`config.mk`:
```
export PLATFORM = sky130hd
export DESIGN_NAME = des_sel_predictor
export DESIGN_NICKNAME = d
export VERILOG_FILES = /design/src/rtl/des_sel_pkg.sv /design/src/rtl/des_sel_front.sv /design/src/rtl/des_sel_sbox.sv /design/src/rtl/des_sel_predictor.sv
export SDC_FILE = /design/constraint.sdc
export NUM_CORES = 1
export LEC_CHECK = 0
export CAP_MARGIN = 15
export CORE_ASPECT_RATIO = 0.7
export CORE_UTILIZATION = 30
export CTS_CLUSTER_SIZE = 25
export DETAILED_ROUTE_END_ITERATION = 10
export GPL_ROUTABILITY_DRIVEN = 0
export PLACE_DENSITY = 0.52
export SETUP_SLACK_MARGIN = 0.1
export SLEW_MARGIN = 20
export SYNTH_ARGS = -nofsm -noshare
export SYNTH_HDL_FRONTEND = slang
export SYNTH_SLANG_ARGS = --single-unit
```
`constraint.sdc`:
```
create_clock -name clk_i -period 3.36 [get_ports clk_i]
set_input_delay 0.672 -clock clk_i [delete_from_list [all_inputs] [get_ports clk_i]]
set_output_delay 0.672 -clock clk_i [all_outputs]
set_load 0.02 [all_outputs]
```
`src/rtl/des_sel_pkg.sv`:
```
package des_sel_pkg;
  localparam int GUESS_W = 6;
  localparam int N_GUESS = 1 << GUESS_W;
  localparam int BLK_W   = 64;
  localparam int HALF_W  = BLK_W / 2;
  localparam int N_BOX   = 8;
  localparam int BOX_W   = $clog2(N_BOX);
  localparam int SOUT_W  = 4;

  // source bit (1-based) feeding output bit j of the initial permutation
  function automatic int ip_src(input int j);
    int r, c;
    r = (j - 1) / 8;
    c = (j - 1) % 8;
    return ((r < 4) ? (58 + 2 * r) : (57 + 2 * (r - 4))) - 8 * c;
  endfunction

  // output position of round-function bit v after P, indexed by v-1
  localparam int P_INV [HALF_W] = '{
    9, 17, 23, 31, 13, 28, 2, 18, 24, 16, 30, 6, 26, 20, 10, 1,
    8, 14, 25, 3, 4, 29, 11, 19, 32, 12, 22, 7, 5, 27, 15, 21};

  // one row per entry (box*4+row), 16 nibbles, column 0 in the top nibble
  localparam logic [63:0] SBOX_ROWS [N_BOX*4] = '{
    64'hE4D12FB83A6C5907, 64'h0F74E2D1A6CB9538, 64'h41E8D62BFC973A50, 64'hFC8249175B3EA06D,
    64'hF18E6B34972DC05A, 64'h3D47F28EC01A69B5, 64'h0E7BA4D158C6932F, 64'hD8A13F42B67C05E9,
    64'hA09E63F51DC7B428, 64'hD709346A285ECBF1, 64'hD6498F30B12C5AE7, 64'h1AD069874FE3B52C,
    64'h7DE3069A1285BC4F, 64'hD8B56F03472C1AE9, 64'hA690CB7DF13E5284, 64'h3F06A1D8945BC72E,
    64'h2C417AB6853FD0E9, 64'hEB2C47D150FA3986, 64'h421BAD78F9C5630E, 64'hB8C71E2D6F09A453,
    64'hC1AF92680D34E75B, 64'hAF427C9561DE0B38, 64'h9EF528C3704A1DB6, 64'h432C95FABE17608D,
    64'h4B2EF08D3C975A61, 64'hD0B7491AE35C2F86, 64'h14BDC37EAF680592, 64'h6BD814A7950FE23C,
    64'hD2846FB1A93E50C7, 64'h1FD8A374C56B0E92, 64'h7B419CE206ADF358, 64'h21E74A8DFC90356B};
endpackage

```
`src/rtl/des_sel_front.sv`:
```
module des_sel_front
  import des_sel_pkg::*;
#(
  parameter int TARGET_BIT = 0
) (
  input  logic [BLK_W-1:0]   ct_i,
  input  logic [BOX_W-1:0]   box_i,
  output logic [GUESS_W-1:0] e6_o,
  output logic               lbit_o
);
  logic [BLK_W-1:0] ip_v;  // DES bit j at ip_v[64-j]

  always_comb begin
    int b, rpos, lpos;
    b = int'(box_i);
    for (int j = 1; j <= BLK_W; j++) ip_v[BLK_W-j] = ct_i[BLK_W-ip_src(j)];
    for (int k = 0; k < GUESS_W; k++) begin
      rpos = ((4 * b + k + HALF_W - 1) % HALF_W) + 1;
      e6_o[GUESS_W-1-k] = ip_v[HALF_W-rpos];
    end
    lpos   = P_INV[SOUT_W * b + TARGET_BIT];
    lbit_o = ip_v[BLK_W-lpos];
  end
endmodule

```
`src/rtl/des_sel_sbox.sv`:
```
module des_sel_sbox
  import des_sel_pkg::*;
(
  input  logic [BOX_W-1:0]   box_i,
  input  logic [GUESS_W-1:0] x_i,
  output logic [SOUT_W-1:0]  s_o
);
  always_comb begin
    int row, col;
    logic [63:0] line;
    row  = int'({x_i[GUESS_W-1], x_i[0]});
    col  = int'(x_i[GUESS_W-2:1]);
    line = SBOX_ROWS[int'(box_i) * 4 + row];
    s_o  = line[63 - SOUT_W * col -: SOUT_W];
  end
endmodule

```
`src/rtl/des_sel_predictor.sv`:
```
module des_sel_predictor
  import des_sel_pkg::*;
#(
  parameter int TARGET_BIT = 0
) (
  input  logic              clk_i,
  input  logic              rst_ni,
  input  logic              start_i,
  input  logic [63:0]       ct_i,
  input  logic [2:0]        box_i,
  output logic              ready_o,
  output logic [63:0]       result_o
);
  localparam logic [GUESS_W-1:0] LAST_GUESS = GUESS_W'(N_GUESS - 1);

  logic [GUESS_W-1:0] e6_w, e6_q, guess_q;
  logic               lbit_w, lbit_q, busy_q, ready_q, pred_w;
  logic [BOX_W-1:0]   box_q;
  logic [SOUT_W-1:0]  sout_w;
  logic [N_GUESS-1:0] result_q;

  des_sel_front #(.TARGET_BIT(TARGET_BIT)) u_front (
    .ct_i  (ct_i),
    .box_i (box_i),
    .e6_o  (e6_w),
    .lbit_o(lbit_w)
  );

  des_sel_sbox u_sbox (
    .box_i(box_q),
    .x_i  (e6_q ^ guess_q),
    .s_o  (sout_w)
  );

  assign pred_w = sout_w[SOUT_W-1-TARGET_BIT] ^ lbit_q;

  always_ff @(posedge clk_i or negedge rst_ni) begin
    if (!rst_ni) begin
      busy_q   <= 1'b0;
      ready_q  <= 1'b0;
      guess_q  <= '0;
      e6_q     <= '0;
      lbit_q   <= 1'b0;
      box_q    <= '0;
      result_q <= '0;
    end else begin
      ready_q <= 1'b0;
      if (!busy_q) begin
        if (start_i) begin
          busy_q  <= 1'b1;
          guess_q <= '0;
          e6_q    <= e6_w;
          lbit_q  <= lbit_w;
          box_q   <= box_i;
        end
      end else begin
        result_q[guess_q] <= pred_w;
        if (guess_q == LAST_GUESS) begin
          busy_q  <= 1'b0;
          ready_q <= 1'b1;
        end else begin
          guess_q <= guess_q + 1'b1;
        end
      end
    end
  end

  assign ready_o  = ready_q;
  assign result_o = result_q;

  AST_GUESS_STEP: assert property (@(posedge clk_i) disable iff (!rst_ni)
    (busy_q && guess_q != LAST_GUESS) |=> (busy_q && guess_q == $past(guess_q) + 1'b1));
  AST_SWEEP_FROM_ZERO: assert property (@(posedge clk_i) disable iff (!rst_ni)
    $rose(busy_q) |-> (guess_q == '0));
  AST_LAST_ENDS: assert property (@(posedge clk_i) disable iff (!rst_ni)
    (busy_q && guess_q == LAST_GUESS) |=> (ready_o && !busy_q));
  AST_READY_PULSE: assert property (@(posedge clk_i) disable iff (!rst_ni)
    ready_o |=> !ready_o);
  AST_BUSY_NO_RESTART: assert property (@(posedge clk_i) disable iff (!rst_ni)
    (busy_q && start_i && guess_q != LAST_GUESS) |=> (busy_q && $stable(e6_q) && $stable(box_q)));
  AST_IDLE_HOLD: assert property (@(posedge clk_i) disable iff (!rst_ni)
    !busy_q |=> $stable(result_o));
endmodule

```
==> key figures <==
Global route
  • First-pass GRT wire length: 41600 um
  • GRT Util Overall: 20.6%
  • Vias in the first global route: 7365
  • GRT overflow: 0
  • Initial antenna violation count: 0
  • Pin count of the biggest net entering global routing: 124

STA
  • Max_slew headroom: 34.7%
  • RSZ-0062 raised after global routing: false
  • Fmax: 316 MHz
  • Fin. Hold Viols: 0
  • Min Tclk post-route: 3.16 ns
  • Worst Hold Margin: 0.291 ns
  • Final Cycle Share: 94.1%
  • Final setup viols: 0
  • Slew Viols, Final: 0
  • Least-Margin Pin Slew: 0.978 ns
  • Final Skew: 0.00915 ns

Detailed routing
  • Routed via count: 7825
  • Final wirelength: 26500 um
  • DRC violations left: 0
  • Drt pass-1 iters: 6
  • ANT nets after route: 0
  • Vias per cell: 5.78
  • Drt wl/cell: 19.6 um
  • DR iter-0 viols: 760

Setup path
  • Number of cells on the critical path: 10
  • Crit path max-delay family: compound AO/OA/AOI/OAI gates
  • Reg2Reg Launch Point: guess_q[5]
  • Worst setup EP type: flip-flop
  • Worst reg2reg path depth: 10
  • CP Data Arrival Time: 3.45 ns
  • Critical path, cell by cell: xor2_4 > ha_2 > nand2b_1 > and3_1 > o311a_1 > a211o_1 > a32o_4 > buf_4 > a2111o_1 > nand3_1
  • Startpoint class of the critical path: flip-flop
  • Worst Path Required: 3.65 ns
  • Crit path capture: result_o[0]
  • CP startpoint: guess_q[5]
  • R2R Setup Slk: 0.20 ns
  • Worst Path Max Fanout: 9
  • Critical R2R Capture: result_o[0]
  • Crit path buf inv count: 1
  • CP max-delay cell: ha_2
  • Slowest stage delay, CP: 0.46 ns
  • CP Class: flip-flop to flip-flop

Synthesis
  • Synthesized area: 7520 um2
  • Synth cell types: 60
  • Post-synthesis sequential area ratio: 27.3%
  • Top-area cell type share of the netlist area: 27.3%
  • Number of synthesized flops with an enable pin: 0
  • Mapped Nets: 991
  • Post-Synthesis Cells: 903
  • Yosys warning total: 0
  • Ys async rst share: 100%
  • Top post-synthesis cells by area: dfrtp_1 (27%), nand3_1 (9.3%), a2111o_1 (8.8%), mux4_2 (8.4%), a22oi_1 (6.8%)
  • Synthesized flop and latch total: 82
  • Area leader, netlist: dfrtp_1
  • Syn_area_per_cell: 8.32 um2
  • Synth Flop Type: dfrtp_1

CTS
  • H-tree Lvls: 3
  • Clock Path Buffers: 2
  • Post-CTS Setup Inserts: 0
  • Clock-pin slew on the worst setup and hold paths: 0.07 ns
  • TritonCTS clock tree: built
  • Num CTS Buffers: 9
  • Hold-fix buffers, CTS: 0
  • Clock Latency Late Sink: 0.36 ns
  • TritonCTS Sinks: 82
  • CTS root buf: clkbuf_16

Worst hold path
  • Worst hold path type: primary input to asynchronous set/reset pin

Cells and area
  • Multi-input gate area: 5130 um2
  • Final nets: 1111
  • Register area: 2060 um2
  • Post-Layout Cell Count: 1353
  • Share of post-route cells with drive strength above 1: 13.7%
  • # diodes: 0
  • Syn-to-layout area delta: 32.1%
  • Commonest non-fill, non-tap cell in the layout: nand3_1
  • Fillers: 2519
  • Highest-count cells in the layout ignoring fill and taps: nand3_1 (140), clkdlybuf4s50_1 (133), nand2_1 (97), nor2_1 (97), dfrtp_1 (79)

Job
  • Number of max-cap violations: 0

Floorplanning
  • # rows: 48
  • Starting Density: 30.5%
  • Die Area: 25700 um2
  • IO Pins: 135
  • Die width: 191 um
  • Core area: 24600 um2
  • Die Y: 134 um

Power
  • Worst VDD drop: 0.810 mV
  • Power Density: 1210 nW/um2
  • LEAKAGE: 3.83 nW

Place
  • Port Buf Inserts: 134
  • Post-DP HPWL: 18200 um
  • Inst Count DP: 1335

Run status
  • Run status: finished, final reports clean
cells by family after synthesis:
| logic type | count (synthesis) | synth area share (%) |
|---|---|---|
| xor+xnor | 19 | 2.41 |
| flops | 82 | 27.3 |
| buf+inv | 106 | 6.14 |
| compound gates | 236 | 25.7 |
| mux | 52 | 11.7 |
| simple gates | 390 | 23.8 |
| fa+ha+maj | 18 | 3.00 |
area by class of cell:
type	instances	share of cell area, %
sequential	82	20.7
timing repair buffer	197	19.7
clock buffer	10	2.41
multi-input combinational	716	51.7
tap	325	4.10
inverter	17	0.668
clock inverter	6	0.718
what timing repair did:
action | in CTS | in global routing
gates resized for setup | 5 | 14
endpoints found under the setup margin | 9 | 60
pin swaps | 1 | 3
cloned | 1 | 1
hold endpoints to repair | 0 | 0
metal layers:
| layer | vias to the layer above | share of wire [%] | track usage (%) | wire length, um |
|---|---|---|---|---|
| met5 | - | 0 | 0 | 0 |
| li1 | 3703 | - | - | - |
| met2 | 314 | 43 | 29.6 | 11300 |
| met1 | 3796 | 49 | 31.4 | 13000 |
| met3 | 12 | 7.5 | 4.97 | 1980 |
| met4 | 0 | 0.62 | 3.09 | 163 |
worst min path at each step:
stage | slack (ns) | cells after the start | from | end
after floorplan | 0.38 | 0 | rst_ni | box_q[0]
after global placement | 0.51 | 2 | box_q[2] | box_q[2]
after detailed placement | 0.52 | 2 | result_o[54] | result_o[54]
after CTS | 0.32 | 1 | rst_ni | result_o[19]
after global routing | 0.34 | 1 | rst_ni | result_o[19]
final | 0.29 | 1 | rst_ni | result_o[19]
cells in the mapped netlist, types with 3 or more instances:
cell         n
nand3_1    140
nor2_1      98
nand2_1     97
dfrtp_1     82
a22oi_1     68
a2111o_1    59
clkbuf_1    57
mux4_2      28
o21ai_0     27
mux2i_1     20
ha_1        18
o211ai_1    16
a21oi_1     13
inv_1       13
nand2b_1    13
buf_2       12
buf_1        9
buf_4        9
nor2b_1      9
xor2_1       9
xnor2_1      8
nand3b_1     6
nor3_1       6
a211oi_1     5
and2_1       5
and3_1       5
a31oi_1      4
inv_2        4
mux2_2       4
o221ai_1     4
o31ai_1      4
a211o_1      3
a311oi_1     3
a32oi_1      3
o2111ai_1    3
o22ai_1      3
flip-flops by register name, summed over array words and instances (netlist names):
signal    cells
ready_o       1
busy_q        1
result_o     64
e6_q          6
lbit_q        1
box_q         3
guess_q       6
power breakdown:
part           leakage, nW  internal, mW  total (mW)  switching, mW
registers             1.05          1.37        1.73          0.360
logic                 2.63          3.41        9.20           5.79
clock network        0.146         0.606        1.08          0.477
through the flow:
stage / setup slack [ns] / power, mW / instance area [um2] / setup TNS (ns) / util [%]
after CTS: 0.124 / 11.6 / 9830 / 0 / 39.9
after detailed placement: -0.0519 / 10.3 / 9490 / -0.0519 / 38.6
after global routing: 0.107 / 12.9 / 9930 / 0 / 40.3
final: 0.199 / 12.0 / 9930 / 0 / 40.3
after floorplan: 0.143 / 7.16 / 7550 / 0 / -
after global placement: 0.0205 / 10.3 / 9490 / 0 / 38.6
(Power assumes the default switching activity.)
